`config.mk`:
```
export PLATFORM = sky130hd
export DESIGN_NAME = sf_tracker
export DESIGN_NICKNAME = d
export VERILOG_FILES = /design/src/rtl/sfc_pkg.sv /design/src/rtl/sfc_ctl_sampler.sv /design/src/rtl/sfc_pos_counter.sv /design/src/rtl/sfc_marker.sv /design/src/rtl/sf_tracker.sv
export SDC_FILE = /design/constraint.sdc
export NUM_CORES = 1
export LEC_CHECK = 0
export ABC_AREA = 1
export BUFFER_PORTS_ARGS = -buffer_cell sky130_fd_sc_hd__buf_4
export CAP_MARGIN = 5
export CORE_AREA = 2 2 39 41
export CTS_CLUSTER_SIZE = 8
export DETAILED_ROUTE_END_ITERATION = 7
export DIE_AREA = 0 0 41 43
export PLACE_DENSITY = 0.41
export SKIP_LAST_GASP = 1
export SLEW_MARGIN = 20
export SYNTH_ARGS = -nofsm -noshare
export SYNTH_HDL_FRONTEND = slang
export SYNTH_SLANG_ARGS = --single-unit
```
`constraint.sdc`:
```
create_clock -name clk -period 1.8 [get_ports clk]
set_clock_uncertainty 0.1 [all_clocks]
set_input_delay 0.18 -clock clk [delete_from_list [all_inputs] [get_ports clk]]
set_output_delay 0.18 -clock clk [all_outputs]
set_load 0.1 [all_outputs]
```
`src/rtl/sfc_pkg.sv`:
```
package sfc_pkg;

    typedef enum logic {
        ROLE_LT = 1'b0,
        ROLE_NT = 1'b1
    } role_e;

    typedef struct packed {
        logic  tick;     // frame pulse this cycle
        logic  sw_fall;  // 1-to-0 seen on the control bit at this pulse
        role_e role;
        logic  rx_bnd;
        logic  rx_sync;
    } frame_ctl_t;

    function automatic int unsigned wrap_inc(int unsigned p, int unsigned len);
        return (p + 1 >= len) ? 0 : p + 1;
    endfunction

    function automatic logic want_reload(frame_ctl_t c);
        return (c.role == ROLE_NT) ? c.rx_bnd : c.sw_fall;
    endfunction

endpackage

```
`src/rtl/sfc_ctl_sampler.sv`:
```
module sfc_ctl_sampler (
    input  logic clk,
    input  logic rst,
    input  logic tick,
    input  logic ctl_bit,
    output logic fall
);
    logic prev_q;

    always_ff @(posedge clk) begin
        if (rst) begin
            prev_q <= 1'b0;
        end else if (tick) begin
            prev_q <= ctl_bit;
        end
    end

    assign fall = tick & prev_q & ~ctl_bit;
endmodule

```
`src/rtl/sfc_pos_counter.sv`:
```
module sfc_pos_counter
    import sfc_pkg::*;
#(
    parameter int unsigned SF_LEN = 8,
    localparam int unsigned CW = (SF_LEN > 1) ? $clog2(SF_LEN) : 1
) (
    input  logic          clk,
    input  logic          rst,
    input  frame_ctl_t    ctl,
    output logic [CW-1:0] pos,
    output logic [CW-1:0] pos_nxt
);
    logic [CW-1:0] pos_q;

    always_comb begin
        if (want_reload(ctl)) begin
            pos_nxt = '0;
        end else begin
            pos_nxt = CW'(wrap_inc(32'(pos_q), SF_LEN));
        end
    end

    always_ff @(posedge clk) begin
        if (rst) begin
            pos_q <= '0;
        end else if (ctl.tick) begin
            pos_q <= pos_nxt;
        end
    end

    assign pos = pos_q;
endmodule

```
`src/rtl/sfc_marker.sv`:
```
module sfc_marker
    import sfc_pkg::*;
#(
    parameter int unsigned CW = 3
) (
    input  logic          clk,
    input  logic          rst,
    input  frame_ctl_t    ctl,
    input  logic [CW-1:0] pos_nxt,
    output logic          marker_n
);
    logic mark_q;

    always_ff @(posedge clk) begin
        if (rst) begin
            mark_q <= 1'b1;
        end else if (ctl.tick) begin
            mark_q <= ~((ctl.role == ROLE_NT) && ctl.rx_sync && (pos_nxt == '0));
        end
    end

    assign marker_n = mark_q;
endmodule

```
`src/rtl/sf_tracker.sv`:
```
module sf_tracker
    import sfc_pkg::*;
#(
    parameter int unsigned SF_LEN = 8,
    localparam int unsigned CW = (SF_LEN > 1) ? $clog2(SF_LEN) : 1
) (
    input  logic          clk,
    input  logic          rst,
    input  logic          frame_pulse,
    input  logic          nt_mode,
    input  logic          sf_ctl_bit,
    input  logic          rx_sf_sync,
    input  logic          rx_sf_bound,
    output logic [CW-1:0] sf_pos,
    output logic          tx_sf_start,
    output logic          sf_marker_n
);
    frame_ctl_t    ctl;
    logic          sw_fall;
    logic [CW-1:0] pos_nxt;

    sfc_ctl_sampler u_sampler (
        .clk     (clk),
        .rst     (rst),
        .tick    (frame_pulse),
        .ctl_bit (sf_ctl_bit),
        .fall    (sw_fall)
    );

    always_comb begin
        ctl.tick    = frame_pulse;
        ctl.sw_fall = sw_fall;
        ctl.role    = nt_mode ? ROLE_NT : ROLE_LT;
        ctl.rx_bnd  = rx_sf_bound;
        ctl.rx_sync = rx_sf_sync;
    end

    sfc_pos_counter #(.SF_LEN(SF_LEN)) u_cnt (
        .clk     (clk),
        .rst     (rst),
        .ctl     (ctl),
        .pos     (sf_pos),
        .pos_nxt (pos_nxt)
    );

    sfc_marker #(.CW(CW)) u_mark (
        .clk      (clk),
        .rst      (rst),
        .ctl      (ctl),
        .pos_nxt  (pos_nxt),
        .marker_n (sf_marker_n)
    );

    assign tx_sf_start = (sf_pos == '0);
endmodule

```
==> impl_metrics.env, run 1 <==
export IMPL_yosysWarnings=0
export IMPL_io_pins=12
export IMPL_hpwl_um=560.4
export IMPL_hold_slack_ps=81.42
export IMPL_syn_cell_area_sq_um=321.6
export IMPL_root_buffer="clkbuf_4"
export IMPL_worstPathRequired_ps=1520
export IMPL_max_vdd_ir_drop_mv=0.2949
export IMPL_post_route_period_util=0.8315
export IMPL_synth_area_leader_cell="dfxtp_1"
export IMPL_antenna_left=0
export IMPL_ys_ff_latch=5
export IMPL_wl_um=701
export IMPL_ys_top_cells_by_count="nand2_1 (11), inv_1 (8), a21oi_1 (5), dfxtp_1 (5), o21ai_0 (3)"
export IMPL_start_util=0.2324
export IMPL_fp_dieH_um=43
export IMPL_tritoncts="done"
export IMPL_setup_ws_ps=303.4
export IMPL_rrSetupSlack_ps=590
export IMPL_rr_startpoint="u_cnt.pos[0]"
export IMPL_fin_area_sq_um=459.2
export IMPL_worstSetupEndpointType="output port"
export IMPL_power_switching_uw=162.7
export IMPL_slew_headroom=0.8157
export IMPL_placed_area_sq_um=422.9
export IMPL_setup_worst_path_start="u_cnt.pos[0]"
export IMPL_synth_top_cells_by_area="dfxtp_1 (31%), nand2_1 (13%), inv_1 (9.3%)"
export IMPL_synthFlopType="dfxtp_1"
export IMPL_synth_top_area_share=0.3113
export IMPL_hold_class="in -> reg"
export IMPL_synthArstFlopShare=0
export IMPL_antenna_cells=0
export IMPL_p_int_uw=242.7
export IMPL_dieArea_sq_um=1763
export IMPL_fin_nets=70
export IMPL_syn_area_per_cell_sq_um=7.146
export IMPL_ys_seq_area_frac=0.3113
export IMPL_r2r_end="u_mark.marker_n"
export IMPL_grt_max_degree=11
export IMPL_synth_cells=45
export IMPL_leakage_nw=0.2357
export IMPL_yosysUniqueCellTypes=14
export IMPL_placementRows=14
export IMPL_rsz0062_at_grt="false"
export IMPL_layout_min_cycle_time_ps=1497
export IMPL_yosysMostFrequentCell="nand2_1"
export IMPL_drcViolationCount=0
export IMPL_post_cts_resized=0
export IMPL_drt_wirelength_per_cell_um=9.224
export IMPL_antenna_found_initial=0
export IMPL_sw_frac_of_total=0.4013
export IMPL_clockBufferDepth=2
export IMPL_cp_arrival_ps=1220
export IMPL_crit_fanout=6
export IMPL_drt_iter0_drc=7
export IMPL_p_per_area_nw_per_um2=882.7
export IMPL_die_w_um=41
export IMPL_status="finished clean"
export IMPL_fmax_mhz=668.2
export IMPL_clkPwrFrac=0.334
export IMPL_finalHoldViolCount=0
export IMPL_clk_latency_ps=250
export IMPL_max_cap_violations=0
export IMPL_grt_pass1_vias=292
export IMPL_worstSetupPathType="reg -> out"
export IMPL_tightest_slew_ps=278.7
export IMPL_grt_overflow=0
export IMPL_core_sq_um=1384
export IMPL_track_usage=0.09920
export IMPL_r2r_cells=6
export IMPL_cts_sinks=5
export IMPL_fin_tns_setup_ps=0
export IMPL_start_kind="flop"
export IMPL_path_clk_slew_ps=50
export IMPL_port_buffers=11
export IMPL_power_uw=405.3
export IMPL_endpoint="tx_sf_start"
export IMPL_p_comb_frac=0.349
export IMPL_vias=304
export IMPL_h_tree_depth=1
export IMPL_syn2layout_area_growth_pct=42.80
export IMPL_dp_slack_ps=567.9
export IMPL_seqPwrFrac=0.317
export IMPL_final_setup_viol_count=0
export IMPL_drv_slew=0
export IMPL_grt_pass1_wl_mm=1.152
export IMPL_cts_buffers=3
export IMPL_routabilityCongestion=0.6436
export IMPL_via_per_inst=4.000
export IMPL_synth_fp_nets=54
export IMPL_first_pass_iters=3
export IMPL_drive_gt1_frac=0.4000
export IMPL_synth_edf_count=0
flip-flops by register name, summed over array words and instances (netlist names):
register and cells:
u_sampler.prev_q 1, u_mark.marker_n 1, u_cnt.pos 3
layer usage:
layer	wire, um	global-route usage	vias up
met2	308	0.1188	8
met4	0	0.06000	0
met5	0	0	-
li1	-	-	168
met1	355	0.1374	128
met3	37	0.04712	0
power groups by stage:
stage / combinational (mW) / sequential [mW] / clock, mW
after floorplan: 0.0653 / 0.174 / 0
after global placement: 0.142 / 0.131 / 0
after detailed placement: 0.141 / 0.131 / 0
after CTS: 0.141 / 0.128 / 0.140
after global routing: 0.151 / 0.130 / 0.149
final: 0.142 / 0.128 / 0.135
logic make-up (layout without fill, tap and decap cells):
logic type               after synthesis  count (layout)  share of synthesized area
AO/OA/AOI/OAI                         10              10                     0.1984
adder cells (fa/ha/maj)                2               2                    0.07781
buffers and inverters                 10              25                     0.1401
flip-flops                             5               5                     0.3113
AND/OR/NAND/NOR                       18              18                     0.2724
what timing repair did:
action	4_1_cts	5_1_grt
hold buffers	0	1
hold endpoints to repair	0	1
endpoints found under the setup margin	0	0
setup buffers	0	0
metrics by stage:
| stage | utilization | cells |
|---|---|---|
| finish | 0.3318 | 76 |
| global route | 0.3318 | 76 |
| CTS | 0.3246 | 75 |
| detailed placement | 0.3056 | 71 |
| global placement | 0.3056 | 71 |
| floorplan | - | 45 |
critical path: stages, from the launching register on:
cell,delay (ps)
dfxtp_2,370
inv_1,70
ha_1,190
inv_1,90
nor2_4,30
buf_4,230
layout make-up:
type / instances / area [sq um]
tap: 16 / 20.02
clock buffer: 4 / 26.28
timing repair buffer: 12 / 92.59
multi-input combinational: 30 / 183.9
inverter: 9 / 33.78
fill: 160 / 924.6
sequential: 5 / 102.6
cell usage in the layout (no fill, tap or decap):
| cell | count |
|---|---|
| inv_2 | 1 |
| nand2_1 | 11 |
| inv_1 | 8 |
| dfxtp_2 | 2 |
| buf_4 | 11 |
| nor2_2 | 1 |
| nand3_2 | 2 |
| nor2_1 | 1 |
| o211ai_1 | 1 |
| nand2_2 | 2 |
| clkbuf_4 | 3 |
| dfxtp_1 | 3 |
| a21oi_4 | 1 |
| ha_1 | 2 |
| nor2_4 | 1 |
| a21oi_1 | 5 |
| clkbuf_1 | 1 |
| o21ai_0 | 3 |
| dlygate4sd3_1 | 1 |
worst min-delay path by stage:
stage | from | end | slack (ps) | cells past startpoint
after global routing | frame_pulse | u_cnt.pos[0] | 90 | 2
after global placement | rst | u_sampler.prev_q | 260 | 2
after floorplan | rst | u_sampler.prev_q | 150 | 1
final | frame_pulse | u_cnt.pos[0] | 80 | 2
after CTS | rst | u_sampler.prev_q | 0.5 | 2
after detailed placement | rst | u_sampler.prev_q | 260 | 2
(Power assumes the default switching activity.)
==> run 2: changes to the inputs <==
--- a/config.mk
+++ b/config.mk
@@ -12,7 +12,7 @@
 export CTS_CLUSTER_SIZE = 8
 export DETAILED_ROUTE_END_ITERATION = 7
 export DIE_AREA = 0 0 41 43
-export PLACE_DENSITY = 0.41
+export PLACE_DENSITY = 0.43
 export SKIP_LAST_GASP = 1
 export SLEW_MARGIN = 20
 export SYNTH_ARGS = -nofsm -noshare
==> constraint.sdc (replaced) <==
create_clock -name clk -period 1.2 [get_ports clk]
set_clock_uncertainty 0.1 [all_clocks]
set_input_delay 0.12 -clock clk [delete_from_list [all_inputs] [get_ports clk]]
set_output_delay 0.12 -clock clk [all_outputs]
set_load 0.1 [all_outputs]
==> run 2 against run 1 <==
Against the previous run:
- the flow now finishes with violations (negative setup slack)
- via count rose by 12%
- design area rose by 14%
- worst hold slack got worse by 61 ps
- utilization rose by 4.8 points
- worst setup slack got worse by 400 ps
- critical path type unchanged
==> impl_metrics.env, run 2 (synthesis gave the netlist of run 1 again) <==
export IMPL_crit_fanout=2
export IMPL_tightest_slew_ps=278.1
export IMPL_grt_pass1_vias=303
export IMPL_crit_slowest_cell="dfxtp_4"
export IMPL_routabilityCongestion=0.6676
export IMPL_antenna_cells=0
export IMPL_cts_sinks=5
export IMPL_die_w_um=41
export IMPL_max_stage_delay_ps=340
export IMPL_setup_ws_ps=-99.47
export IMPL_h_tree_depth=1
export IMPL_worstSetupEndpointType="output port"
export IMPL_core_sq_um=1384
export IMPL_via_per_inst=4.291
export IMPL_vias=339
export IMPL_layout_commonest_cell="buf_4"
export IMPL_drive_gt1_frac=0.5397
export IMPL_max_vdd_ir_drop_mv=0.4376
export IMPL_hpwl_um=564.9
export IMPL_final_setup_viol_count=4
export IMPL_first_pass_iters=4
export IMPL_dp_cells=71
export IMPL_path_clk_slew_ps=50
export IMPL_leakage_nw=0.2532
export IMPL_drt_wirelength_per_cell_um=9.494
export IMPL_layout_min_cycle_time_ps=1299
export IMPL_drt_iter0_drc=3
export IMPL_fp_dieH_um=43
export IMPL_largest_register_ffs=3
export IMPL_rsz0062_at_grt="true"
export IMPL_fmax_mhz=769.5
export IMPL_placed_area_sq_um=447.9
export IMPL_finalNonFillerCells=79
export IMPL_wl_um=750
export IMPL_dieArea_sq_um=1763
export IMPL_grt_max_degree=11
export IMPL_clk_latency_ps=240
export IMPL_finalHoldViolCount=0
export IMPL_clockBufferDepth=2
export IMPL_worstSetupPathType="reg -> out"
export IMPL_violations="negative setup slack"
export IMPL_fin_nets=73
export IMPL_layout_common_cells="buf_4 (12), nand2_1 (11), inv_1 (5), a21oi_1 (5)"
export IMPL_cts_buffers=3
export IMPL_track_usage=0.1095
export IMPL_p_per_area_nw_per_um2=1222
export IMPL_start_util=0.2324
export IMPL_tritoncts="done"
export IMPL_antenna_left=0
export IMPL_worstPathRequired_ps=980
export IMPL_port_buffers=11
export IMPL_path_cells="inv_4, ha_4, inv_2, nor2_4, buf_12"
export IMPL_slew_headroom=0.8161
export IMPL_io_pins=12
export IMPL_syn2layout_area_growth_pct=63.42
export IMPL_placementRows=14
export IMPL_drt_met1_wl_um=306
export IMPL_root_buffer="clkbuf_4"
export IMPL_status="finished, violations left"
export IMPL_post_route_period_util=1.083
export IMPL_max_cap_violations=0
export IMPL_cp_arrival_ps=1080
export IMPL_start_kind="flop"
export IMPL_fin_area_sq_um=525.5
export IMPL_grt_overflow=0
export IMPL_antenna_found_initial=0
export IMPL_drv_slew=0
export IMPL_fillCellCount=167
export IMPL_fin_tns_setup_ps=-215.2
export IMPL_wl_met3_um=62
export IMPL_drcViolationCount=0
export IMPL_route_met2_wl_um=374
export IMPL_grt_pass1_wl_mm=1.221
export IMPL_top_layer_used="met4"
export IMPL_hold_class="in -> reg"
==> run 2: cell types whose count changed in the layout (fill, tap and decap cells not counted), sizes merged <==
cell,change
buf,+3
==> run 2: layout make-up <==
| class | instances | area, sq um | area share |
|---|---|---|---|
| flip-flops and latches | 5 | 112.6 | 0.2143 |
| repair buffers | 15 | 131.4 | 0.2500 |
| well taps | 16 | 20.02 | 0.03810 |
| multi-input cells | 30 | 198.9 | 0.3786 |
| clock buffers | 4 | 26.28 | 0.05000 |
| inverters | 9 | 36.28 | 0.06905 |
==> run 2: power by group <==
part / internal, mW / total, mW / switching, mW
registers: 0.177 / 0.188 / 0.0104
logic: 0.0879 / 0.257 / 0.169
clock network: 0.126 / 0.197 / 0.0711
==> run 2: metrics by stage <==
step,hold slack (ps),utilization,setup slack [ps],power [mW]
2_1_floorplan,89.07,-,-197.7,0.3682
3_3_place_gp,200.0,0.3237,39.66,0.4179
3_5_place_dp,199.2,0.3237,45.87,0.4181
4_1_cts,9.398,0.3752,-102.1,0.6523
5_1_grt,21.76,0.3797,-155.0,0.6880
6_report,20.41,0.3797,-99.47,0.6420
==> run 2: timing repair <==
action | CTS | global route
buffers inserted | 3 | 0
hold buffers | 1 | 0
hold endpoints to repair | 2 | 0
endpoints found under the setup margin | 1 | 5
cloned | 0 | 0
pin swaps | 1 | 2
gates resized for setup | 3 | 2
==> run 2: routing by layer <==
metal,GRT usage,up-vias
met1,0.1290,149
met5,0,-
met3,0.04712,2
met2,0.1500,12
li1,-,176
met4,0.08000,0
==> run 2: final timing paths <==
check,startpoint,endpoint,slack (ps),cells past startpoint
worst min register to register,u_mark.marker_n,u_mark.marker_n,350,2
worst min-delay path,frame_pulse,u_cnt.pos[1],20,2
worst max register to register,u_cnt.pos[0],u_mark.marker_n,-50,9
worst max-delay path,u_cnt.pos[0],tx_sf_start,-100,5
==> run 2: critical path: cells and delay by family (launching register included) <==
family / cells / cell delay (ps)
adder cells (fa/ha/maj): 1 / 120
buffers and inverters: 3 / 270
flip-flops: 1 / 340
AND/OR/NAND/NOR: 1 / 90
